$ cat config.mk
export PLATFORM = sky130hd
export DESIGN_NAME = clkcfg_smb_slave
export DESIGN_NICKNAME = d
export VERILOG_FILES = /design/src/rtl/clkcfg_pkg.sv /design/src/rtl/smb_line_sync.sv /design/src/rtl/smb_wr_fsm.sv /design/src/rtl/cfg_reg_bank.sv /design/src/rtl/clkcfg_smb_slave.sv
export SDC_FILE = /design/constraint.sdc
export NUM_CORES = 1
export LEC_CHECK = 0
export BUFFER_PORTS_ARGS = -buffer_cell sky130_fd_sc_hd__buf_2
export CAP_MARGIN = 20
export CELL_PAD_IN_SITES_DETAIL_PLACEMENT = 1
export CELL_PAD_IN_SITES_GLOBAL_PLACEMENT = 2
export CORE_MARGIN = 3
export CORE_UTILIZATION = 36
export CTS_BUF_LIST = sky130_fd_sc_hd__clkbuf_8
export DETAILED_ROUTE_END_ITERATION = 10
export PLACE_DENSITY_LB_ADDON = 0.1
export SYNTH_ARGS = -nofsm -noshare
export SYNTH_HDL_FRONTEND = slang
export SYNTH_SLANG_ARGS = --single-unit
$ cat constraint.sdc
create_clock -name clk -period 1.8 [get_ports clk]
set_input_delay 0.09 -clock clk [delete_from_list [all_inputs] [get_ports clk]]
set_output_delay 0.09 -clock clk [all_outputs]
set_load 0.01 [all_outputs]
$ cat src/rtl/clkcfg_pkg.sv
package clkcfg_pkg;
    localparam int NUM_REGS = 6;
    localparam int CFG_W    = NUM_REGS * 8;
    localparam int IDX_W    = $clog2(NUM_REGS + 1);
    localparam int BIT_W    = 4;

    // byte positions decoded by the output field mapping
    localparam int B_MODE   = 0;
    localparam int B_CPU    = 1;
    localparam int B_PCI    = 2;
    localparam int B_SDR    = 3;
    localparam int B_PERI   = 5;

    // writable bits per byte (index 5 leftmost)
    localparam logic [NUM_REGS-1:0][7:0] REG_MASK =
        {8'h13, 8'h00, 8'hFF, 8'h7F, 8'hCF, 8'h0F};
    // reset value per byte
    localparam logic [NUM_REGS-1:0][7:0] REG_RST =
        {8'h13, 8'h00, 8'hFF, 8'h7F, 8'hCF, 8'h0C};

    typedef enum logic [2:0] {
        ST_IDLE,
        ST_ADDR,
        ST_ADDR_ACK,
        ST_DATA,
        ST_DATA_ACK,
        ST_SKIP
    } smb_state_e;
endpackage

$ cat src/rtl/smb_line_sync.sv
module smb_line_sync #(
    parameter int STAGES = 2
) (
    input  logic clk,
    input  logic rst_n,
    input  logic scl_in,
    input  logic sda_in,
    output logic sda_s,
    output logic scl_rise,
    output logic scl_fall,
    output logic start_det,
    output logic stop_det
);
    logic [STAGES-1:0] scl_pipe, sda_pipe;
    logic scl_q, sda_q, scl_now;

    always_ff @(posedge clk or negedge rst_n) begin
        if (!rst_n) begin
            scl_pipe <= '1;
            sda_pipe <= '1;
            scl_q    <= 1'b1;
            sda_q    <= 1'b1;
        end else begin
            scl_pipe <= {scl_pipe[STAGES-2:0], scl_in};
            sda_pipe <= {sda_pipe[STAGES-2:0], sda_in};
            scl_q    <= scl_pipe[STAGES-1];
            sda_q    <= sda_pipe[STAGES-1];
        end
    end

    assign scl_now   = scl_pipe[STAGES-1];
    assign sda_s     = sda_pipe[STAGES-1];
    assign scl_rise  = scl_now & ~scl_q;
    assign scl_fall  = ~scl_now & scl_q;
    assign start_det = scl_now & scl_q & sda_q & ~sda_s;
    assign stop_det  = scl_now & scl_q & ~sda_q & sda_s;
endmodule

$ cat src/rtl/smb_wr_fsm.sv
module smb_wr_fsm
    import clkcfg_pkg::*;
#(
    parameter logic [6:0] DEV_ADDR = 7'b1101001
) (
    input  logic             clk,
    input  logic             rst_n,
    input  logic             sda_s,
    input  logic             scl_rise,
    input  logic             scl_fall,
    input  logic             start_det,
    input  logic             stop_det,
    output logic             sda_oe,
    output logic             wr_en,
    output logic [IDX_W-1:0] wr_idx,
    output logic [7:0]       wr_data
);
    smb_state_e st, nxt;
    logic [7:0]       shreg;
    logic [BIT_W-1:0] bit_cnt;
    logic [IDX_W-1:0] idx;
    logic bit_full, addr_hit, commit, in_ack;

    assign bit_full = (bit_cnt == BIT_W'(8));
    assign addr_hit = (shreg[7:1] == DEV_ADDR) && !shreg[0];
    assign commit   = (st == ST_DATA) && scl_fall && bit_full;
    assign in_ack   = (st == ST_ADDR_ACK) || (st == ST_DATA_ACK);

    always_comb begin
        nxt = st;
        if (start_det)     nxt = ST_ADDR;
        else if (stop_det) nxt = ST_IDLE;
        else begin
            unique case (st)
                ST_IDLE:     nxt = ST_IDLE;
                ST_ADDR:     if (scl_fall && bit_full) nxt = addr_hit ? ST_ADDR_ACK : ST_SKIP;
                ST_ADDR_ACK: if (scl_fall) nxt = ST_DATA;
                ST_DATA:     if (scl_fall && bit_full) nxt = ST_DATA_ACK;
                ST_DATA_ACK: if (scl_fall) nxt = ST_DATA;
                ST_SKIP:     nxt = ST_SKIP;
                default:     nxt = ST_IDLE;
            endcase
        end
    end

    // state register
    always_ff @(posedge clk or negedge rst_n) begin
        if (!rst_n) st <= ST_IDLE;
        else        st <= nxt;
    end

    // shift register, bit counter, byte index
    always_ff @(posedge clk or negedge rst_n) begin
        if (!rst_n) begin
            shreg   <= '0;
            bit_cnt <= '0;
            idx     <= '0;
        end else begin
            if (start_det || (scl_fall && in_ack)) begin
                bit_cnt <= '0;
            end else if (scl_rise && (st == ST_ADDR || st == ST_DATA) && !bit_full) begin
                shreg   <= {shreg[6:0], sda_s};
                bit_cnt <= bit_cnt + BIT_W'(1);
            end
            if (start_det)
                idx <= '0;
            else if (commit && idx != IDX_W'(NUM_REGS))
                idx <= idx + IDX_W'(1);
        end
    end

    // outputs
    always_ff @(posedge clk or negedge rst_n) begin
        if (!rst_n) begin
            sda_oe  <= 1'b0;
            wr_en   <= 1'b0;
            wr_idx  <= '0;
            wr_data <= '0;
        end else begin
            sda_oe  <= (nxt == ST_ADDR_ACK) || (nxt == ST_DATA_ACK);
            wr_en   <= commit && (idx < IDX_W'(NUM_REGS)) && !start_det && !stop_det;
            wr_idx  <= idx;
            wr_data <= shreg;
        end
    end
endmodule

$ cat src/rtl/cfg_reg_bank.sv
module cfg_reg_bank
    import clkcfg_pkg::*;
(
    input  logic                         clk,
    input  logic                         rst_n,
    input  logic                         wr_en,
    input  logic [IDX_W-1:0]             wr_idx,
    input  logic [7:0]                   wr_data,
    output logic [NUM_REGS-1:0][7:0]     regs_q
);
    for (genvar i = 0; i < NUM_REGS; i++) begin : g_byte
        always_ff @(posedge clk or negedge rst_n) begin
            if (!rst_n)
                regs_q[i] <= REG_RST[i];
            else if (wr_en && wr_idx == IDX_W'(i))
                regs_q[i] <= wr_data & REG_MASK[i];
        end
    end
endmodule

$ cat src/rtl/clkcfg_smb_slave.sv
module clkcfg_smb_slave
    import clkcfg_pkg::*;
#(
    parameter logic [6:0] DEV_ADDR = 7'b1101001
) (
    input  logic             clk,
    input  logic             rst_n,
    input  logic             scl_in,
    input  logic             sda_in,
    output logic             sda_oe,
    output logic [CFG_W-1:0] cfg_image,
    output logic [1:0]       usb_sel,
    output logic             tristate_req,
    output logic             test_req,
    output logic [1:0]       usbio_en,
    output logic [3:0]       cpu_en,
    output logic [6:0]       pci_en,
    output logic [7:0]       sdram_en,
    output logic             apic_en,
    output logic [1:0]       ref_en
);
    logic sda_s, scl_rise, scl_fall, start_det, stop_det;
    logic wr_en;
    logic [IDX_W-1:0] wr_idx;
    logic [7:0] wr_data;
    logic [NUM_REGS-1:0][7:0] regs_q;

    smb_line_sync #(.STAGES(2)) u_sync (
        .clk(clk), .rst_n(rst_n), .scl_in(scl_in), .sda_in(sda_in),
        .sda_s(sda_s), .scl_rise(scl_rise), .scl_fall(scl_fall),
        .start_det(start_det), .stop_det(stop_det)
    );

    smb_wr_fsm #(.DEV_ADDR(DEV_ADDR)) u_fsm (
        .clk(clk), .rst_n(rst_n), .sda_s(sda_s), .scl_rise(scl_rise),
        .scl_fall(scl_fall), .start_det(start_det), .stop_det(stop_det),
        .sda_oe(sda_oe), .wr_en(wr_en), .wr_idx(wr_idx), .wr_data(wr_data)
    );

    cfg_reg_bank u_bank (
        .clk(clk), .rst_n(rst_n), .wr_en(wr_en), .wr_idx(wr_idx),
        .wr_data(wr_data), .regs_q(regs_q)
    );

    assign cfg_image    = regs_q;
    assign usb_sel      = regs_q[B_MODE][3:2];
    assign tristate_req = regs_q[B_MODE][1];
    assign test_req     = regs_q[B_MODE][0];
    assign usbio_en     = regs_q[B_CPU][7:6];
    assign cpu_en       = regs_q[B_CPU][3:0];
    assign pci_en       = regs_q[B_PCI][6:0];
    assign sdram_en     = regs_q[B_SDR];
    assign apic_en      = regs_q[B_PERI][4];
    assign ref_en       = regs_q[B_PERI][1:0];
endmodule

==> results.md <==
* MaxCap Viol Count at 0
* Dpl cells at 368
* Kind of end point of the critical path: flip-flop
* Sequential share of the synthesized area at 0.550
* FMAX at 601 MHz
* Synthesis warning total at 0
* CTS root buffer: clkbuf_8
* Synth top area cells: dfstp_2, dfrtp_1, buf_4
* Register area at 1670 sq um
* Drt wl/cell at 13.9 um
* ANT nets after route at 0
* Combinational fraction of design power at 0.111
* RSZ-0062 raised after global routing: false
* Pint at 2.73 mW
* Initial Util at 0.381
* Sw Share at 0.255
* #FFs+latches synth at 65
* TritonCTS Buffers at 9
* Worst Path Required at 2.05 ns
* Met1 Wirelength at 2.36 mm
* Via Count at 1770
* PwrDens at 1040 nW/um^2
* Total Routed Length at 5.41 mm
* Fin crit period at 1.66 ns
* Detailed-routed wire length on met3 at 321 um
* Post-synth cell types at 45
* Final nets at 289
* CTS Buffer Depth at 2
* Run status: finished clean
* Worst min path class: in -> async
* Initial antenna violation count at 0
* Starting DRT DRC Count at 69
* Ports at 81
* Area leader, netlist: dfstp_2
* Final TNS setup at 0 ns
* Crit path kind: reg -> reg
* Share of the synthesized area in the top cell type at 0.277
* DR pass1 iterations at 3
* Critical path startpoint category: flip-flop
* Final period util at 0.924
* H-tree levels at 3
* Clock Sinks at 65
* Static Leakage at 1.76 nW
* Cell count after synthesis at 231
* CP max FO at 5
* Reg power frac at 0.511
* Clock Power Share at 0.378
* Power Total at 3.67 mW
* Slew Viols, Final at 0
* Worst clock skew at 0.00768 ns
* Area grow syn2layout at 15.8%
* Final hold violations at 0
* Metal2 WL at 2.62 mm
* Top-count cell post-synth: buf_4
* Port Buffer Count at 60
* Die X at 97.8 um
* First-pass GRT wire length at 9.05 mm
* Row Count at 32
* Skew-Pair Late Insertion Delay at 0.34 ns
* Global placement routability congestion at 0.735
* Top layer used by detailed routing: met4
* Ys flop type: dfrtp_1
* Die Y at 97.8 um
* Post-synth EDFFs at 0
* WHS at 0.307 ns
* DR vias/cell at 4.56
* Total gr overflow at 0
* Total of fill cells in the finished design at 859
* Share of layout cells above drive strength 1 at 0.580
* Clock transition at path regs at 0.07 ns
* Ys async rst share at 1.00
* Arrival time worst endpoint at 1.91 ns
* Die area at 9560 sq um
* All-Layer GR Usage at 0.119
* Net Switching at 0.934 mW
* CTS tree: done
* Core area at 7970 sq um
* Largest net degree at the start of global routing at 66
* Post-detail-place hpwl at 3.90 mm
* Syn avg cell area at 13.1 sq um
* Most instantiated cells after synthesis: buf_4, dfrtp_1, dfstp_2, mux2_2, nand2_1
* Final setup fails at 0
* Inserted Diodes at 0
* Vias in the first global route at 1790
* Multi-input logic area at 1050 sq um
* Post-route DRC at 0
* Finished Layout Cells at 388
* Post-synthesis cell area at 3030 sq um
* Max IR drop VDD at 0.500 mV
==> layer usage <==
| layer | up-vias | GRT usage |
|---|---|---|
| met5 | - | 0 |
| met4 | 0 | 0.0469 |
| met3 | 12 | 0.0443 |
| met2 | 57 | 0.192 |
| met1 | 873 | 0.145 |
| li1 | 828 | - |
==> kinds of logic (layout without fill, tap and decap cells) <==
family	after synthesis	in the layout	synth area share
xor+xnor	3	3	0.00866
compound gates	18	18	0.0425
mux	38	38	0.148
buf+inv	60	96	0.137
simple gates	42	42	0.0969
flops	65	65	0.550
other cells	1	20	0.00124
fa+ha+maj	4	4	0.0165
==> per-stage QoR <==
stage | setup WS, ns | utilization | area [sq um]
3_5_place_dp | 0.0515 | 0.404 | 3220
4_1_cts | 0.0360 | 0.437 | 3480
5_1_grt | 0.0193 | 0.441 | 3510
2_1_floorplan | 0.236 | - | 3100
3_3_place_gp | 0.154 | 0.404 | 3220
6_report | 0.137 | 0.441 | 3510
==> critical path, cell delays in order, from the launching register on <==
cell,delay (ns)
dfrtp_1,0.37
inv_1,0.07
ha_1,0.18
and3b_2,0.25
and3_1,0.19
o21ai_1,0.16
o22ai_2,0.12
a221oi_2,0.23
==> power groups by stage <==
| stage | Clock, mW | Sequential (mW) | Combinational [mW] |
|---|---|---|---|
| 3_5_place_dp | 0 | 1.91 | 0.384 |
| 4_1_cts | 1.45 | 1.88 | 0.392 |
| 2_1_floorplan | 0 | 1.83 | 0.339 |
| 3_3_place_gp | 0 | 1.91 | 0.384 |
| 6_report | 1.39 | 1.87 | 0.407 |
| 5_1_grt | 1.50 | 1.93 | 0.457 |
==> flip-flops by register name, summed over array words and instances, names as in the netlist <==
signal / count
u_sync.sda_pipe: 2
u_fsm.wr_en: 1
u_fsm.sda_oe: 1
u_bank.regs_q: 28
u_fsm.st: 3
u_sync.scl_pipe: 2
u_fsm.idx: 3
u_fsm.shreg: 8
u_fsm.wr_idx: 3
u_fsm.bit_cnt: 4
u_sync.sda_q: 1
u_fsm.wr_data: 8
u_sync.scl_q: 1
==> placed cells by master (no fill, tap or decap), drive strengths merged, types with 2 or more instances in the layout <==
| cell type | instances |
|---|---|
| nor2 | 8 |
| nand2b | 2 |
| nor4bb | 2 |
| a21o | 2 |
| conb | 20 |
| nand4 | 2 |
| o211ai | 2 |
| clkinv | 2 |
| nor2b | 2 |
| o21ai | 5 |
| nand4b | 2 |
| a31oi | 2 |
| nor4b | 2 |
| xnor2 | 2 |
| bufinv | 2 |
| nand2 | 12 |
| dfstp | 32 |
| o22ai | 2 |
| and4bb | 3 |
| mux2i | 2 |
| ha | 4 |
| dfrtp | 33 |
| clkbuf | 10 |
| dlygate4sd3 | 3 |
| inv | 10 |
| buf | 68 |
| mux2 | 36 |
==> final timing paths <==
path                                    startpoint                 end  slack (ns)  depth (start not counted)
worst min register to register  u_sync.sda_pipe[0]  u_sync.sda_pipe[1]        0.36                          0
min in group clk                u_sync.sda_pipe[0]  u_sync.sda_pipe[1]        0.36                          0
worst max-delay path              u_fsm.bit_cnt[0]        u_fsm.sda_oe        0.14                          7
worst max register to register    u_fsm.bit_cnt[0]        u_fsm.sda_oe        0.14                          7
max in group asynchronous                    rst_n   u_bank.regs_q[20]        1.17                          3
worst min-delay path                         rst_n    u_fsm.wr_data[6]        0.31                          3
==> area by class of cell <==
cell class / instances / share of cell area
inverters: 9 / 0.00962
repair buffers: 71 / 0.115
multi-input cells: 125 / 0.300
flip-flops and latches: 65 / 0.474
clock buffers: 10 / 0.0392
clock inverters: 6 / 0.0256
well taps: 102 / 0.0363
==> what timing repair did <==
| item | in CTS | in global routing |
|---|---|---|
| endpoints found under the setup margin | 0 | 1 |
| buffers inserted | 0 | 1 |
| hold buffers | 3 | 0 |
| gates resized for setup | 0 | 5 |
| hold endpoints to repair | 35 | 0 |
Note: power is estimated with default switching activity, not from simulation.
